==> src/rtl/udma_pkg.sv <==
package udma_pkg;
  localparam int unsigned WORD_W = 16;

  typedef enum logic {
    TX_IDLE,
    TX_SETTLE
  } tx_state_e;
endpackage

==> src/rtl/udma_tx_sender.sv <==
module udma_tx_sender
  import udma_pkg::*;
#(
  parameter int unsigned DW        = WORD_W,
  parameter int unsigned SETUP_CYC = 2
) (
  input  logic          clk,
  input  logic          rst_n,
  input  logic          ack_i,
  input  logic          burst_i,
  input  logic          halt_i,
  input  logic          pace_i,
  input  logic [DW-1:0] wd_i,
  input  logic          wvalid_i,
  output logic          wtake_o,
  output logic [DW-1:0] data_o,
  output logic          strobe_o,
  output logic          req_ok_o,
  output logic          stopping_o
);
  localparam int unsigned CW = (SETUP_CYC < 2) ? 1 : $clog2(SETUP_CYC + 1);

  tx_state_e     state_q, state_d;
  logic [CW-1:0] cnt_q, cnt_d;
  logic [DW-1:0] data_q;
  logic          strobe_q, strobe_d;
  logic          stop_q, stop_d;
  logic          fire;

  // next-state logic
  always_comb begin
    wtake_o  = (state_q == TX_IDLE) && burst_i && !stop_q && !halt_i &&
               pace_i && wvalid_i;
    fire     = (state_q == TX_SETTLE) && (cnt_q == '0) && pace_i && ack_i;
    state_d  = state_q;
    cnt_d    = cnt_q;
    case (state_q)
      TX_IDLE: begin
        if (wtake_o) begin
          state_d = TX_SETTLE;
          cnt_d   = CW'(SETUP_CYC - 1);
        end
      end
      TX_SETTLE: begin
        if (!ack_i || fire) begin
          state_d = TX_IDLE;
        end else if (cnt_q != '0) begin
          cnt_d = cnt_q - 1'b1;
        end
      end
      default: state_d = TX_IDLE;
    endcase
    strobe_d = !ack_i ? 1'b0 : (fire ? ~strobe_q : strobe_q);
    stop_d   = !ack_i ? 1'b0 : (stop_q | (burst_i & halt_i));
  end

  // registers
  always_ff @(posedge clk or negedge rst_n) begin
    if (!rst_n) begin
      state_q  <= TX_IDLE;
      cnt_q    <= '0;
      data_q   <= '0;
      strobe_q <= 1'b0;
      stop_q   <= 1'b0;
    end else begin
      state_q  <= state_d;
      cnt_q    <= cnt_d;
      strobe_q <= strobe_d;
      stop_q   <= stop_d;
      if (wtake_o) begin
        data_q <= wd_i;
      end
    end
  end

  assign data_o     = data_q;
  assign strobe_o   = strobe_q;
  assign req_ok_o   = !(stop_q && (state_q == TX_IDLE));
  assign stopping_o = stop_q;
endmodule

==> src/rtl/udma_rx_capture.sv <==
module udma_rx_capture
  import udma_pkg::*;
#(
  parameter int unsigned DW    = WORD_W,
  parameter int unsigned DEPTH = 4
) (
  input  logic                       clk,
  input  logic                       rst_n,
  input  logic                       burst_i,
  input  logic                       wstb_i,
  input  logic [DW-1:0]              wdata_i,
  output logic                       pace_o,
  output logic [DW-1:0]              rd_data_o,
  output logic                       rd_valid_o,
  input  logic                       rd_pop_i,
  output logic [$clog2(DEPTH+1)-1:0] level_o
);
  localparam int unsigned AW = (DEPTH < 2) ? 1 : $clog2(DEPTH);
  localparam int unsigned CW = $clog2(DEPTH + 1);

  logic [DW-1:0] mem [DEPTH];
  logic [AW-1:0] wp_q, wp_d, rp_q, rp_d;
  logic [CW-1:0] cnt_q, cnt_d;
  logic          stb_q;
  logic          push, pop;

  always_comb begin
    push  = burst_i && (wstb_i != stb_q) && (cnt_q != CW'(DEPTH));
    pop   = rd_pop_i && (cnt_q != '0);
    wp_d  = wp_q;
    rp_d  = rp_q;
    if (push) wp_d = (wp_q == AW'(DEPTH - 1)) ? '0 : wp_q + 1'b1;
    if (pop)  rp_d = (rp_q == AW'(DEPTH - 1)) ? '0 : rp_q + 1'b1;
    cnt_d = cnt_q + CW'(push) - CW'(pop);
  end

  always_ff @(posedge clk or negedge rst_n) begin
    if (!rst_n) begin
      wp_q  <= '0;
      rp_q  <= '0;
      cnt_q <= '0;
      stb_q <= 1'b0;
    end else begin
      wp_q  <= wp_d;
      rp_q  <= rp_d;
      cnt_q <= cnt_d;
      stb_q <= wstb_i;
    end
  end

  always_ff @(posedge clk) begin
    if (push) begin
      mem[wp_q] <= wdata_i;
    end
  end

  assign rd_data_o  = mem[rp_q];
  assign rd_valid_o = (cnt_q != '0);
  assign pace_o     = burst_i && (cnt_q < CW'(DEPTH - 1));
  assign level_o    = cnt_q;
endmodule

==> src/rtl/udma_burst_engine.sv <==
module udma_burst_engine
  import udma_pkg::*;
#(
  parameter int unsigned SETUP_CYC = 2,
  parameter int unsigned RX_DEPTH  = 4
) (
  input  logic              clk,
  input  logic              rst_n,
  input  logic              mode_sel_i,
  input  logic              cmd_in_i,
  input  logic              cmd_out_i,
  output logic              dev_req_o,
  input  logic              host_ack_i,
  input  logic              host_halt_i,
  input  logic              host_pace_i,
  input  logic              host_wstb_i,
  input  logic [WORD_W-1:0] bus_data_i,
  output logic [WORD_W-1:0] bus_data_o,
  output logic              bus_oe_o,
  output logic              dev_rstb_o,
  output logic              dev_pace_o,
  output logic              burst_o,
  input  logic [WORD_W-1:0] tx_data_i,
  input  logic              tx_valid_i,
  output logic              tx_take_o,
  output logic [WORD_W-1:0] rx_data_o,
  output logic              rx_valid_o,
  input  logic              rx_pop_i
);
  localparam int unsigned LW = $clog2(RX_DEPTH + 1);

  logic              rd_sel, wr_sel;
  logic              burst_rd, burst_wr;
  logic              req_ok, stopping;
  logic [WORD_W-1:0] tx_word;
  logic [LW-1:0]     rx_level;

  // burst qualification: data-in has priority if both commands are raised
  assign rd_sel    = mode_sel_i && cmd_in_i;
  assign wr_sel    = mode_sel_i && cmd_out_i && !cmd_in_i;
  assign dev_req_o = (rd_sel && req_ok) || wr_sel;
  assign burst_rd  = rd_sel && dev_req_o && host_ack_i;
  assign burst_wr  = wr_sel && host_ack_i;
  assign burst_o   = burst_rd || burst_wr;

  udma_tx_sender #(
    .DW       (WORD_W),
    .SETUP_CYC(SETUP_CYC)
  ) u_tx (
    .clk       (clk),
    .rst_n     (rst_n),
    .ack_i     (host_ack_i),
    .burst_i   (burst_rd),
    .halt_i    (host_halt_i),
    .pace_i    (host_pace_i),
    .wd_i      (tx_data_i),
    .wvalid_i  (tx_valid_i),
    .wtake_o   (tx_take_o),
    .data_o    (tx_word),
    .strobe_o  (dev_rstb_o),
    .req_ok_o  (req_ok),
    .stopping_o(stopping)
  );

  udma_rx_capture #(
    .DW   (WORD_W),
    .DEPTH(RX_DEPTH)
  ) u_rx (
    .clk       (clk),
    .rst_n     (rst_n),
    .burst_i   (burst_wr),
    .wstb_i    (host_wstb_i),
    .wdata_i   (bus_data_i),
    .pace_o    (dev_pace_o),
    .rd_data_o (rx_data_o),
    .rd_valid_o(rx_valid_o),
    .rd_pop_i  (rx_pop_i),
    .level_o   (rx_level)
  );

  // bus drive stays on through the stop wind-down until acknowledge falls
  assign bus_oe_o   = rd_sel && host_ack_i && (dev_req_o || stopping);
  assign bus_data_o = bus_oe_o ? tx_word : '0;
endmodule

==> config.mk <==
export PLATFORM = sky130hd
export DESIGN_NAME = udma_burst_engine
export DESIGN_NICKNAME = d
export VERILOG_FILES = /design/src/rtl/udma_pkg.sv /design/src/rtl/udma_tx_sender.sv /design/src/rtl/udma_rx_capture.sv /design/src/rtl/udma_burst_engine.sv
export SDC_FILE = /design/constraint.sdc
export NUM_CORES = 1
export LEC_CHECK = 0
export BUFFER_PORTS_ARGS = -buffer_cell sky130_fd_sc_hd__buf_2
export CAP_MARGIN = 20
export CORE_ASPECT_RATIO = 1.2
export CORE_MARGIN = 2
export CORE_UTILIZATION = 35
export CTS_CLUSTER_SIZE = 12
export DETAILED_ROUTE_END_ITERATION = 8
export PLACE_DENSITY = 0.54
export SYNTH_ARGS = -nofsm -noshare
export SYNTH_HDL_FRONTEND = slang
export SYNTH_SLANG_ARGS = --single-unit
==> constraint.sdc <==
create_clock -name clk -period 2.1 [get_ports clk]
set_input_delay 0.21 -clock clk [delete_from_list [all_inputs] [get_ports clk]]
set_output_delay 0.21 -clock clk [all_outputs]
set_load 0.01 [all_outputs]
==> results of run 1 <==
[cells in the final DEF, fill, tap and decap left out, types with 2 or more instances in the layout]
cell type / instances
and2_1: 22
buf_12: 5
buf_2: 81
buf_4: 7
bufinv_16: 2
clkbuf_16: 9
clkinv_2: 2
dfrtp_1: 29
dlygate4sd3_1: 2
edfxtp_1: 64
ha_1: 9
inv_1: 11
mux2_2: 13
mux2_4: 7
mux4_2: 16
nand2_1: 2
nand2b_1: 3
nor2_1: 3
o21ai_0: 3
xnor2_1: 2
[sequential cells by signal, summed over array words and instances (netlist names)]
register	flops
u_tx.data_o	16
u_rx.level_o	3
u_tx.state_q	1
u_rx.rp_q	2
u_rx.wp_q	2
u_tx.stopping_o	1
u_tx.cnt_q	2
u_tx.strobe_o	1
u_rx.stb_q	1
u_rx.mem	64
[worst max path at each step]
stage	from	slack (ns)	depth (start not counted)	end
finish	u_rx.level_o[1]	0.09	8	u_rx.level_o[2]
global route	u_rx.level_o[1]	0.006	8	u_rx.level_o[2]
CTS	u_rx.level_o[0]	0.05	8	u_rx.level_o[2]
detailed placement	u_rx.level_o[0]	0.02	8	u_rx.level_o[2]
global placement	u_rx.level_o[0]	0.09	8	u_rx.level_o[2]
floorplan	u_rx.level_o[0]	0.02	8	u_rx.level_o[2]
[final cells by class]
class | count | area [um2]
fillers | 937 | 5760
flip-flops and latches | 93 | 2650
multi-input cells | 98 | 1120
repair buffers | 95 | 578
clock buffers | 10 | 229
well taps | 129 | 161
clock inverters | 6 | 86.3
inverters | 11 | 41.3
[power breakdown]
| group | switching (mW) | leakage (nW) | internal, mW | total, mW |
|---|---|---|---|---|
| sequential | 0.106 | 0.941 | 2.13 | 2.24 |
| clock | 0.653 | 0.153 | 1.04 | 1.70 |
| combinational | 0.610 | 0.924 | 0.732 | 1.34 |
| total | 1.37 | 2.02 | 3.90 | 5.27 |
[repair_timing]
item                                    4_1_cts  5_1_grt
buffers inserted                              0        2
endpoints found under the setup margin        1        2
gates resized for setup                       1        2
pin swaps                                     0        1
hold buffers                                  2        0
endpoints found under the hold margin        30        0
[layer usage]
| layer | global-route usage | vias up | part of all wire |
|---|---|---|---|
| li1 | - | 989 | - |
| met1 | 0.149 | 1011 | 0.43 |
| met2 | 0.205 | 83 | 0.49 |
| met3 | 0.0449 | 6 | 0.071 |
| met4 | 0.0514 | 0 | 0.011 |
| met5 | 0 | - | 0 |
[through the flow]
stage | utilization | area [um2] | total power, mW | setup WS (ns)
final | 0.458 | 4860 | 5.27 | 0.0879
after CTS | 0.456 | 4840 | 5.35 | 0.0482
after global placement | 0.424 | 4500 | 3.58 | 0.0893
after global routing | 0.458 | 4860 | 5.59 | 0.00611
after detailed placement | 0.424 | 4500 | 3.61 | 0.0154
after floorplan | - | 3840 | 3.13 | 0.0190
[critical path, stage by stage (launching register included)]
cell and delay [ns]:
dfrtp_1 0.40, or3_4 0.38, nand2_2 0.08, inv_1 0.04
ha_1 0.26, inv_1 0.04, ha_1 0.18, fa_2 0.34
xor2_1 0.17
[logic make-up (layout without fill, tap and decap cells)]
| kind of cell | after synthesis | after routing | synth area share |
|---|---|---|---|
| XOR/XNOR | 3 | 3 | 0.00685 |
| multiplexers | 36 | 36 | 0.159 |
| AO/OA/AOI/OAI | 10 | 10 | 0.0199 |
| adder cells (fa/ha/maj) | 10 | 10 | 0.0346 |
| AND/OR/NAND/NOR | 39 | 39 | 0.0675 |
| buffers and inverters | 18 | 122 | 0.0215 |
| flip-flops | 93 | 93 | 0.690 |
==> flow_metrics.env, run 1 <==
export IMPL_status="finished clean"
export IMPL_synth_distinct_cells=34
export IMPL_hold_start="bus_data_i[1]"
export IMPL_seq_area_frac_synth=0.690
export IMPL_period_minus_slack_ns=2.01
export IMPL_async_flop_share=0.312
export IMPL_cts_tree="done"
export IMPL_numCtsBuffers=9
export IMPL_synth_area_um2=3840
export IMPL_grtUsageTotal=0.125
export IMPL_r2r_cells=8
export IMPL_grt_pass1_wl_mm=11.3
export IMPL_wire_per_inst_um=15.5
export IMPL_worstSetupEndpointType="register"
export IMPL_insertion_delay_ns=0.34
export IMPL_synthTopCellsByCount="64 x edfxtp_1, 29 x dfrtp_1, 22 x and2_1, 16 x mux4_2, 13 x mux2_2"
export IMPL_critPathKind="reg2reg"
export IMPL_h_tree_depth=3
export IMPL_viasPerCell=4.73
export IMPL_clock_path_buffers=2
export IMPL_nets=361
export IMPL_synth_area_top_cells="edfxtp_1 50%, dfrtp_1 19%, mux4_2 9.4%"
export IMPL_drt_pass1_iter_count=4
export IMPL_grt_pass1_vias=2258
export IMPL_max_slew_margin_rel=0.552
export IMPL_die_w_um=99.6
export IMPL_syn_avg_cell_area_um2=18.4
export IMPL_dpl_hpwl_mm=4.62
export IMPL_tightest_slew_ns=0.672
export IMPL_fin_crit_sh=0.958
export IMPL_yosys_warnings=0
export IMPL_die_area_um2=11800
export IMPL_synth_flop_cell="edfxtp_1"
export IMPL_netlist_instances=209
export IMPL_rsz0062_at_grt="no"
export IMPL_antenna_found_initial=0
export IMPL_drt_iter0_markers=76
export IMPL_synth_nets=262
export IMPL_drc=0
export IMPL_io_buffers=81
export IMPL_synth_edf_count=64
export IMPL_finalClockSkew_ns=0.00484
export IMPL_ys_seq_elements=93
export IMPL_drive_gt1_frac=0.479
export IMPL_dp_cells=422
export IMPL_hold_worst_slack_ns=0.0866
export IMPL_r2r_start="u_rx.level_o[1]"
export IMPL_vias=2089
export IMPL_ant_nets=0
export IMPL_reg2reg_slack_ns=0.09
export IMPL_yosysMostFrequentCell="edfxtp_1"
export IMPL_ios=82
export IMPL_grt_start_max_net_pins=30
export IMPL_die_y_um=119
export IMPL_path_clk_slew_ns=0.07
export IMPL_n_antenna_cell=0
export IMPL_required_ns=2.32
export IMPL_ir_drop_uv=403
export IMPL_core_area_um2=10600
export IMPL_gp_congestion=0.765
export IMPL_slew_viol_final=0
export IMPL_num_rows=41
export IMPL_cp_arrival_ns=2.23
export IMPL_fmax_mhz=497
export IMPL_wirelength_mm=6.84
export IMPL_maxCapViolCount=0
export IMPL_hold_class="in2reg"
export IMPL_syn2layout_area_growth_pct=26.7
export IMPL_rr_endpoint="u_rx.level_o[2]"
export IMPL_stdcell_count=442
export IMPL_leakagePower_nw=2.02
export IMPL_setup_viol=0
export IMPL_clock_sinks=93
export IMPL_min_to="u_rx.mem[1][1]"
export IMPL_tns_ns=0
export IMPL_worst_setup_path_start_kind="register"
export IMPL_grt_overflow=0
export IMPL_power_density_nw_per_um2=1090
export IMPL_cp_max_fo=3
export IMPL_start_util=0.361
export IMPL_hold_viol=0
export IMPL_hold_depth=1
export IMPL_synth_top_area_share=0.501
export IMPL_synth_top_area_cell="edfxtp_1"
export IMPL_clock_root_buffer="clkbuf_16"
(Power assumes the default switching activity.)
==> run 2: changes to the inputs <==
--- a/config.mk
+++ b/config.mk
@@ -9,10 +9,10 @@
 export CAP_MARGIN = 20
 export CORE_ASPECT_RATIO = 1.2
 export CORE_MARGIN = 2
-export CORE_UTILIZATION = 35
+export CORE_UTILIZATION = 49
 export CTS_CLUSTER_SIZE = 12
 export DETAILED_ROUTE_END_ITERATION = 8
-export PLACE_DENSITY = 0.54
+export PLACE_DENSITY = 0.73
 export SYNTH_ARGS = -nofsm -noshare
 export SYNTH_HDL_FRONTEND = slang
 export SYNTH_SLANG_ARGS = --single-unit
==> flow_metrics.env, run 2 (synthesis gave the netlist of run 1 again) <==
export IMPL_p_total_mw=4.68
export IMPL_clock_sinks=93
export IMPL_cts_tree="done"
export IMPL_grt_start_max_net_pins=30
export IMPL_syn2layout_area_growth_pct=21.7
export IMPL_gp_congestion=0.727
export IMPL_largest_register_ff_count=64
export IMPL_grt_overflow=0
export IMPL_n_antenna_cell=0
export IMPL_ios=82
export IMPL_maxCapViolCount=0
export IMPL_layout_common_cells="81 x buf_2, 64 x edfxtp_1, 28 x dfrtp_1"
export IMPL_ir_drop_uv=494
export IMPL_num_rows=35
export IMPL_die_w_um=84.8
export IMPL_top_register="u_rx.mem"
export IMPL_hold_worst_slack_ns=0.0587
export IMPL_leakagePower_nw=1.94
export IMPL_dpl_hpwl_mm=4.23
export IMPL_finalClockSkew_ns=0.0105
export IMPL_final_common_cell="buf_2"
export IMPL_worst_setup_path_start_kind="register"
export IMPL_power_density_nw_per_um2=1000
export IMPL_fin_crit_sh=0.951
export IMPL_core_area_um2=7620
export IMPL_max_slew_margin_rel=0.565
export IMPL_drt_iter0_markers=124
export IMPL_viasPerCell=5.21
export IMPL_grt_pass1_vias=2122
export IMPL_drt_pass1_iter_count=4
export IMPL_dp_cells=382
export IMPL_wire_per_inst_um=15.6
export IMPL_numCtsBuffers=9
export IMPL_wirelength_mm=6.27
export IMPL_place_ws_ns=-0.000390
export IMPL_setup_viol=0
export IMPL_slew_viol_final=0
export IMPL_critPathKind="reg2reg"
export IMPL_nets=358
export IMPL_rsz0062_at_grt="no"
export IMPL_ant_nets=0
export IMPL_worstSetupEndpointType="register"
export IMPL_path_clk_slew_ns=0.09
export IMPL_hold_viol=0
export IMPL_cp_arrival_ns=2.25
export IMPL_drive_gt1_frac=0.474
export IMPL_grtUsageTotal=0.160
export IMPL_die_y_um=101
export IMPL_setup_ws_ns=0.103
export IMPL_hold_class="in2reg"
export IMPL_fmax_mhz=501
export IMPL_antenna_found_initial=1
export IMPL_clock_root_buffer="clkbuf_8"
export IMPL_period_minus_slack_ns=2.00
export IMPL_die_area_um2=8560
export IMPL_tns_ns=0
export IMPL_stdcell_count=402
export IMPL_vias=2093
export IMPL_drc=0
export IMPL_status="finished clean"
export IMPL_cp_max_fo=3
export IMPL_grt_pass1_wl_mm=10.3
export IMPL_required_ns=2.35
export IMPL_io_buffers=81
export IMPL_h_tree_depth=3
export IMPL_start_util=0.503
export IMPL_tightest_slew_ns=0.652
export IMPL_clock_path_buffers=2
export IMPL_insertion_delay_ns=0.36
run 2: changes by cell type in the layout (fill, tap and decap cells not counted), sizes merged:
cell / previous run / this run
buf: 93 / 90
bufinv: 2 / 1
clkinv: 2 / 3
run 2: final cells by class:
cell class,count,area [um2]
Clock buffer,10,128
Clock inverter,6,63.8
Timing Repair Buffer,92,556
Fill cell,586,2950
Multi-Input combinational cell,98,1120
Inverter,11,41.3
Sequential cell,93,2650
Tap cell,92,115
run 2: critical path: stages, from the launching register on:
cell and delay, ns:
dfrtp_1 0.40, or3_4 0.38, nand2_2 0.09, inv_1 0.04, ha_1 0.26, inv_1 0.04
ha_1 0.19, fa_2 0.34, xor2_1 0.16
run 2: power breakdown:
| part | leakage (nW) | internal (mW) | switching (mW) |
|---|---|---|---|
| Clock | 0.0943 | 0.551 | 0.594 |
| Sequential | 0.940 | 2.13 | 0.175 |
| Combinational | 0.909 | 0.708 | 0.522 |
| Total | 1.94 | 3.39 | 1.29 |
run 2: worst paths after layout:
kind / start / end / slack (ns) / cells past startpoint
max in group asynchronous: rst_n / u_rx.rp_q[1] / 1.22 / 2
hold / removal: bus_data_i[8] / u_rx.mem[2][8] / 0.06 / 1
setup / recovery: u_rx.level_o[1] / u_rx.level_o[2] / 0.10 / 8
hold reg to reg: u_tx.data_o[15] / u_tx.data_o[15] / 0.51 / 1
setup reg to reg: u_rx.level_o[1] / u_rx.level_o[2] / 0.10 / 8
min in group asynchronous: rst_n / u_tx.data_o[13] / 0.41 / 2
run 2: through the flow:
stage	util	cell area [um2]
after CTS	0.610	4650
after global placement	0.581	4430
final	0.613	4670
after detailed placement	0.581	4430
after global routing	0.613	4670
after floorplan	-	3840
run 2: repair_timing:
| item | in CTS | in global routing |
|---|---|---|
| hold buffers | 2 | 0 |
| endpoints found under the setup margin | 1 | 8 |
| gates resized for setup | 0 | 4 |
| buffers inserted | 1 | 1 |
| endpoints found under the hold margin | 30 | 0 |
run 2: layer usage:
layer,global-route usage,vias to the layer above,share of wire
met5,0,-,0.0026
met3,0.0434,12,0.064
li1,-,981,-
met2,0.254,70,0.48
met4,0.0806,2,0.020
met1,0.204,1028,0.44
